### src/rtl/cdr_pc_pkg.sv
package cdr_pc_pkg;

  typedef enum logic [1:0] {
    VOTE_NONE  = 2'd0,
    VOTE_EARLY = 2'd1,
    VOTE_LATE  = 2'd2
  } vote_e;

  typedef struct packed {
    logic adv;
    logic dly;
  } step_t;

  // Exactly one flag high forms a vote; agreement of the flags is no information.
  function automatic vote_e decode_vote(input logic early, input logic late);
    if (early && !late) return VOTE_EARLY;
    if (late && !early) return VOTE_LATE;
    return VOTE_NONE;
  endfunction

endpackage

### src/rtl/cdr_vote_accum.sv
module cdr_vote_accum
  import cdr_pc_pkg::*;
#(
  parameter int CNT_W = 10
) (
  input  logic             clk,
  input  logic             rst_n,
  input  vote_e            vote_i,
  input  logic [CNT_W-1:0] limit_i,
  output step_t            step_o
);

  localparam int ACC_W = CNT_W + 2;
  localparam logic signed [ACC_W-1:0] ONE = {{(ACC_W-1){1'b0}}, 1'b1};

  logic signed [ACC_W-1:0] acc_q, acc_d, acc_inc, lim;
  logic                    acc_en;
  step_t                   step_d, step_q;

  always_comb begin
    lim     = (limit_i == '0) ? ONE : $signed({2'b00, limit_i});
    acc_en  = (vote_i != VOTE_NONE);
    acc_inc = acc_q;
    step_d  = '0;
    case (vote_i)
      VOTE_EARLY: acc_inc = acc_q + ONE;
      VOTE_LATE:  acc_inc = acc_q - ONE;
      default:    acc_inc = acc_q;
    endcase
    acc_d = acc_inc;
    if (vote_i == VOTE_EARLY && acc_inc >= lim) begin
      step_d.dly = 1'b1;
      acc_d      = '0;
    end else if (vote_i == VOTE_LATE && acc_inc <= -lim) begin
      step_d.adv = 1'b1;
      acc_d      = '0;
    end
  end

  always_ff @(posedge clk or negedge rst_n) begin
    if (!rst_n) begin
      acc_q  <= '0;
      step_q <= '0;
    end else begin
      if (acc_en) acc_q <= acc_d;
      step_q <= step_d;
    end
  end

  assign step_o = step_q;

endmodule

### src/rtl/cdr_freq_reg.sv
module cdr_freq_reg
  import cdr_pc_pkg::*;
#(
  parameter int CODE_W   = 4,
  parameter int CODE_MAX = 7
) (
  input  logic                     clk,
  input  logic                     rst_n,
  input  step_t                    bump_i,
  output logic signed [CODE_W-1:0] code_o
);

  localparam logic signed [CODE_W-1:0] TOP = CODE_W'(CODE_MAX);
  localparam logic signed [CODE_W-1:0] BOT = -TOP;
  localparam logic signed [CODE_W-1:0] ONE = {{(CODE_W-1){1'b0}}, 1'b1};

  logic signed [CODE_W-1:0] code_q, code_d;
  logic                     code_en;

  always_comb begin
    code_d  = code_q;
    code_en = 1'b0;
    if (bump_i.dly && code_q < TOP) begin
      code_d  = code_q + ONE;
      code_en = 1'b1;
    end else if (bump_i.adv && code_q > BOT) begin
      code_d  = code_q - ONE;
      code_en = 1'b1;
    end
  end

  always_ff @(posedge clk or negedge rst_n) begin
    if (!rst_n) code_q <= '0;
    else if (code_en) code_q <= code_d;
  end

  assign code_o = code_q;

endmodule

### src/rtl/cdr_rate_gen.sv
module cdr_rate_gen
  import cdr_pc_pkg::*;
#(
  parameter int RATE_W = 6,
  parameter int CODE_W = 4
) (
  input  logic                     clk,
  input  logic                     rst_n,
  input  logic signed [CODE_W-1:0] code_i,
  output step_t                    step_o
);

  localparam int MAG_W = CODE_W - 1;
  localparam int PRE_W = RATE_W - MAG_W;

  logic [RATE_W-1:0] cnt_q, cnt_d;
  logic              cnt_en;
  logic [MAG_W-1:0]  upper, fire, sel, mag;
  logic              pre_tick, hit, neg;
  step_t             step_d, step_q;

  assign cnt_en = 1'b1;
  assign cnt_d  = cnt_q + 1'b1;
  assign upper  = cnt_q[RATE_W-1:PRE_W];

  generate
    if (PRE_W > 0) begin : g_pre
      assign pre_tick = &cnt_q[PRE_W-1:0];
    end else begin : g_nopre
      assign pre_tick = 1'b1;
    end
  endgenerate

  // Tap j fires when upper bit j rises; distinct taps never coincide.
  generate
    for (genvar j = 0; j < MAG_W; j++) begin : g_tap
      if (j == 0) begin : g_lsb
        assign fire[j] = pre_tick & ~upper[0];
      end else begin : g_hi
        assign fire[j] = pre_tick & ~upper[j] & (&upper[j-1:0]);
      end
      assign sel[j] = fire[j] & mag[MAG_W-1-j];
    end
  endgenerate

  always_comb begin
    neg        = code_i[CODE_W-1];
    mag        = neg ? (~code_i[MAG_W-1:0] + 1'b1) : code_i[MAG_W-1:0];
    hit        = |sel;
    step_d.dly = hit & ~neg;
    step_d.adv = hit & neg;
  end

  always_ff @(posedge clk or negedge rst_n) begin
    if (!rst_n) begin
      cnt_q  <= '0;
      step_q <= '0;
    end else begin
      if (cnt_en) cnt_q <= cnt_d;
      step_q <= step_d;
    end
  end

  assign step_o = step_q;

endmodule

### src/rtl/cdr_step_merge.sv
module cdr_step_merge
  import cdr_pc_pkg::*;
#(
  parameter int BL_W = 3
) (
  input  logic  clk,
  input  logic  rst_n,
  input  step_t a_i,
  input  step_t b_i,
  output step_t step_o
);

  localparam int SUM_W = BL_W + 2;
  localparam logic signed [SUM_W-1:0] BL_MAX = SUM_W'((1 << (BL_W - 1)) - 1);
  localparam logic signed [SUM_W-1:0] BL_MIN = -BL_MAX;
  localparam logic signed [SUM_W-1:0] ONE    = {{(SUM_W-1){1'b0}}, 1'b1};

  logic signed [BL_W-1:0]  bl_q, bl_d;
  logic signed [SUM_W-1:0] sum, rem, up, dn;
  step_t                   step_d, step_q;

  always_comb begin
    up     = SUM_W'(a_i.dly) + SUM_W'(b_i.dly);
    dn     = SUM_W'(a_i.adv) + SUM_W'(b_i.adv);
    sum    = {{(SUM_W-BL_W){bl_q[BL_W-1]}}, bl_q} + up - dn;
    step_d = '0;
    rem    = sum;
    if (sum > 0) begin
      step_d.dly = 1'b1;
      rem        = sum - ONE;
    end else if (sum < 0) begin
      step_d.adv = 1'b1;
      rem        = sum + ONE;
    end
    if (rem > BL_MAX)      rem = BL_MAX;
    else if (rem < BL_MIN) rem = BL_MIN;
    bl_d = rem[BL_W-1:0];
  end

  always_ff @(posedge clk or negedge rst_n) begin
    if (!rst_n) begin
      bl_q   <= '0;
      step_q <= '0;
    end else begin
      bl_q   <= bl_d;
      step_q <= step_d;
    end
  end

  assign step_o = step_q;

endmodule

### src/rtl/cdr_phase_ctrl.sv
module cdr_phase_ctrl
  import cdr_pc_pkg::*;
#(
  parameter int PH_W     = 10,
  parameter int FR_W     = 10,
  parameter int RATE_W   = 6,
  parameter int CODE_W   = 4,
  parameter int CODE_MAX = 7,
  parameter int BL_W     = 3
) (
  input  logic                     clk,
  input  logic                     rst_n,
  input  logic                     early_i,
  input  logic                     late_i,
  input  logic [PH_W-1:0]          ph_limit_i,
  input  logic [FR_W-1:0]          fr_limit_i,
  output logic                     step_adv_o,
  output logic                     step_dly_o,
  output logic signed [CODE_W-1:0] freq_code_o
);

  vote_e                    vote;
  step_t                    ph_step, pre_step, fr_step, out_step;
  logic signed [CODE_W-1:0] code;

  assign vote = decode_vote(early_i, late_i);

  cdr_vote_accum #(.CNT_W(PH_W)) u_ph_acc (
    .clk(clk), .rst_n(rst_n), .vote_i(vote), .limit_i(ph_limit_i), .step_o(ph_step)
  );

  cdr_vote_accum #(.CNT_W(FR_W)) u_pre_acc (
    .clk(clk), .rst_n(rst_n), .vote_i(vote), .limit_i(fr_limit_i), .step_o(pre_step)
  );

  cdr_freq_reg #(.CODE_W(CODE_W), .CODE_MAX(CODE_MAX)) u_freq (
    .clk(clk), .rst_n(rst_n), .bump_i(pre_step), .code_o(code)
  );

  cdr_rate_gen #(.RATE_W(RATE_W), .CODE_W(CODE_W)) u_rate (
    .clk(clk), .rst_n(rst_n), .code_i(code), .step_o(fr_step)
  );

  cdr_step_merge #(.BL_W(BL_W)) u_merge (
    .clk(clk), .rst_n(rst_n), .a_i(ph_step), .b_i(fr_step), .step_o(out_step)
  );

  assign step_adv_o  = out_step.adv;
  assign step_dly_o  = out_step.dly;
  assign freq_code_o = code;

endmodule

### config.mk
export PLATFORM = sky130hd
export DESIGN_NAME = cdr_phase_ctrl
export DESIGN_NICKNAME = d
export VERILOG_FILES = /design/src/rtl/cdr_pc_pkg.sv /design/src/rtl/cdr_vote_accum.sv /design/src/rtl/cdr_freq_reg.sv /design/src/rtl/cdr_rate_gen.sv /design/src/rtl/cdr_step_merge.sv /design/src/rtl/cdr_phase_ctrl.sv
export SDC_FILE = /design/constraint.sdc
export NUM_CORES = 1
export LEC_CHECK = 0
export ABC_AREA = 1
export BUFFER_PORTS_ARGS = -buffer_cell sky130_fd_sc_hd__buf_2
export CORE_MARGIN = 3
export CORE_UTILIZATION = 35
export DETAILED_ROUTE_END_ITERATION = 16
export HOLD_SLACK_MARGIN = 0.02
export MAX_ROUTING_LAYER = met4
export SLEW_MARGIN = 25
export SYNTH_ARGS = -nofsm -noshare
export SYNTH_HDL_FRONTEND = slang
export SYNTH_SLANG_ARGS = --single-unit
### constraint.sdc
create_clock -name clk -period 11.41 [get_ports clk]
set_input_delay 0.5705 -clock clk [delete_from_list [all_inputs] [get_ports clk]]
set_output_delay 0.5705 -clock clk [all_outputs]
set_load 0.01 [all_outputs]
==> results.py <==
metrics = {
    "synthesis": {
        "async_flop_share_pct": 100.0,
        "ys_types": 47,
        "synth_ff_type": "dfrtp_1",
        "post-synth-top-count-cell": "nand2_1",
        "syn-cell-area_sq_um": 5229,
        "synth_top_area_share_pct": 21.54,
        "synth.area.top_cells": "dfrtp_1 (22%), ha_1 (15%), nand2_1 (14%)",
        "ys_warn_count": 0,
        "synth-edff-count": 0,
        "synthCells": 792,
        "ys_ff_latch": 45,
        "avgSynthCellArea_sq_um": 6.602,
        "synth-seq-area-share_pct": 21.54,
        "ys_top_cells_by_count": "nand2_1 (195), inv_1 (120), nor2_1 (82)",
        "yosysTopAreaCell": "dfrtp_1",
    },
    "timing": {
        "finClkSkew_ps": 3.390,
        "post-route-period-util_pct": 37.39,
        "final-hold-violation-count": 0,
        "max_freq_mhz": 234.4,
        "hold_slack_ps": 369.6,
        "setup_tns_ps": 0,
        "max_slew_margin_pct": 54.95,
        "setup_violations": 0,
        "maxSlewViolCount": 0,
        "max_slew.worst_pin.slew_ps": 675.7,
        "fin_crit_ps": 4266,
        "rsz0062_at_grt": "no",
    },
    "critical_path": {
        "r2r-start": "u_ph_acc.step_o[0]",
        "crit_arrival_ps": 4420,
        "ff2ff_setup_slack_ps": 7350,
        "crit_path_start": "early_i",
        "cp.required_ps": 11570,
        "critPathKind": "input pin to register",
        "cp_max_fo": 41,
        "crit_path_end_kind": "register",
        "critPathLaunchType": "input pin",
    },
    "floorplan": {
        "fp.dieArea_sq_um": 16440,
        "num_rows": 44,
        "die_w_microns": 128.2,
        "fp.dieH_microns": 128.2,
        "pin_count": 30,
        "start_util_pct": 35.84,
        "coreArea_sq_um": 14590,
    },
    "grt": {
        "overflow": 0,
        "grt_pass1_wl_mm": 20.13,
        "grt_max_degree": 46,
        "grt_pass1_vias": 4368,
        "antenna_found_initial": 0,
        "gr-usage-all-layers_pct": 15.07,
    },
    "cells_and_area": {
        "fin_area_sq_um": 5657,
        "drive_gt1_share_pct": 8.834,
        "area_delta_synth_final_pct": 8.184,
        "finalNetCount": 904,
        "fin_util_pct": 38.77,
        "diodes": 0,
    },
    "clock_tree": {
        "cts_resized": 0,
        "cts_setup_buffers": 0,
        "cts-root-buf": "clkbuf_16",
        "clkTransAtPathRegs_ps": 70,
        "cts_max_path_buffers": 2,
        "cts.sinks": 45,
        "clkLatencyLatePin_ps": 290,
        "cts_buffers": 5,
        "cts_tree": "done",
        "hold_buffers": 0,
        "htreeDepth": 2,
    },
    "detailed_routing": {
        "vias_per_cell": 4.740,
        "vias": 4735,
        "wl_per_cell_microns": 11.47,
        "drtAntennaViolNets": 0,
        "routed_wl_mm": 11.46,
        "drc_errors": 0,
        "drtIter0Drc": 229,
        "first_pass_iters": 5,
    },
    "status": {
        "status": "finished, final reports clean",
    },
    "power": {
        "power_switching_mw": 0.6139,
        "max-vdd-ir-drop_mv": 0.06875,
        "p_seq_share_pct": 22.7,
        "p_per_area_nw_per_um2": 213.9,
        "power_frac_comb_pct": 65.0,
        "leakagePower_nw": 3.106,
        "clkPwrFrac_pct": 12.2,
        "p_int_mw": 0.5961,
        "power_mw": 1.210,
        "swShare_pct": 50.73,
    },
    "placement": {
        "placed_cell_area_sq_um": 5509,
        "place_hpwl_mm": 8.871,
        "gp_congestion": 0.8054,
        "port_buffers": 29,
    },
    "hold_path": {
        "holdCritPathClass": "input pin to asynchronous set/reset pin",
    },
    "job": {
        "drv_cap": 0,
    },
}
cell type report:
| type | instances | area [sq um] |
|---|---|---|
| clock buffer | 5 | 125.1 |
| clock inverter | 3 | 22.52 |
| fill | 1555 | 8932 |
| inverter | 124 | 465.4 |
| multi-input combinational | 605 | 3512 |
| sequential | 45 | 1126 |
| tap | 184 | 230.2 |
| timing repair buffer | 33 | 175.2 |
sequential cells by signal, indices dropped and copies added (netlist names):
name and flops:
u_merge.bl_q 3, u_pre_acc.step_o 2, u_pre_acc.acc_q 12, u_merge.step_o 2, u_freq.code_o 4, u_ph_acc.step_o 2
u_rate.cnt_q 6, u_rate.step_o 2, u_ph_acc.acc_q 12
worst max-delay path: stages:
cell and delay, ps:
buf_2 110, inv_1 70, ha_1 140, buf_4 400, nand2_1 120, inv_1 80
nor2_1 50, ha_1 170, a21oi_1 190, nor2_1 90, o21ai_0 240, nand2_1 90
nand2_1 60, nand2_1 70, o21ai_0 220, o21ai_0 200, ha_1 340, nand2_1 80
nor2_1 50, a211oi_1 250, nor2_1 80, nor2_1 140, nand3_1 80, nand3_1 100
nand2_2 200, nand2_1 150, o21ai_0 80
metal layers:
layer	routed length (microns)	up-vias	part of all wire, %	track usage, %
met5	0	-	0	-
met3	329	7	2.9	2.208
met2	5046	69	44	23.60
met1	5989	2065	52	20.85
met4	91	0	0.79	2.871
li1	-	2594	-	-
path summary, 6_finish.rpt:
path / to / cells past startpoint
max: u_pre_acc.acc_q[3] / 27
min: u_merge.step_o[1] / 2
max reg2reg: u_merge.bl_q[1] / 16
min reg2reg: u_rate.cnt_q[0] / 1
max in group asynchronous: u_ph_acc.acc_q[8] / 2
min in group clk: u_rate.cnt_q[0] / 1
power by group through the flow:
stage | clock [mW] | sequential (mW) | combinational, mW
after global routing | 0.158 | 0.287 | 0.935
after detailed placement | 0 | 0.278 | 0.792
after global placement | 0 | 0.279 | 0.781
after floorplan | 0 | 0.271 | 0.630
final | 0.148 | 0.275 | 0.787
after CTS | 0.154 | 0.276 | 0.795
logic make-up after synthesis:
logic type / synth area share [%]
DFF: 21.54
adders and majority gates: 16.51
buffers and inverters: 11.37
AOI/OAI and AO/OA: 13.59
and+or+nand+nor: 31.75
other: 0.07172
xor gates and xnor gates: 5.169
cell usage in the layout (no fill, tap or decap), drive strengths merged:
cell | synthesis | layout
o221ai | 1 | 1
nor2 | 95 | 95
o31ai | 1 | 1
xor2 | 28 | 28
a221oi | 1 | 1
a31oi | 2 | 2
or2 | 2 | 2
nor3 | 16 | 16
nand3 | 60 | 60
dfrtp | 45 | 45
a311oi | 2 | 2
nand4 | 2 | 2
conb | 1 | 2
o311ai | 1 | 1
fa | 5 | 5
ha | 61 | 61
o22ai | 2 | 2
nor4 | 2 | 2
a211oi | 3 | 3
nand2 | 200 | 200
a21boi | 2 | 2
o21ai | 62 | 62
inv | 124 | 124
a21oi | 36 | 36
xnor2 | 2 | 2
clkbuf | 8 | 5
a21o | 6 | 6
buf | 11 | 33
o41ai | 2 | 2
o21bai | 2 | 2
nand3b | 4 | 4
a211o | 1 | 1
clkinv | 0 | 3
o2111ai | 1 | 1
o211ai | 1 | 1
stage by stage:
stage	worst slack, ps	instances
global route	6531	999
finish	7144	999
detailed placement	6880	991
CTS	7181	999
floorplan	7617	793
global placement	6909	991
Note: power is estimated with default switching activity, not from simulation.
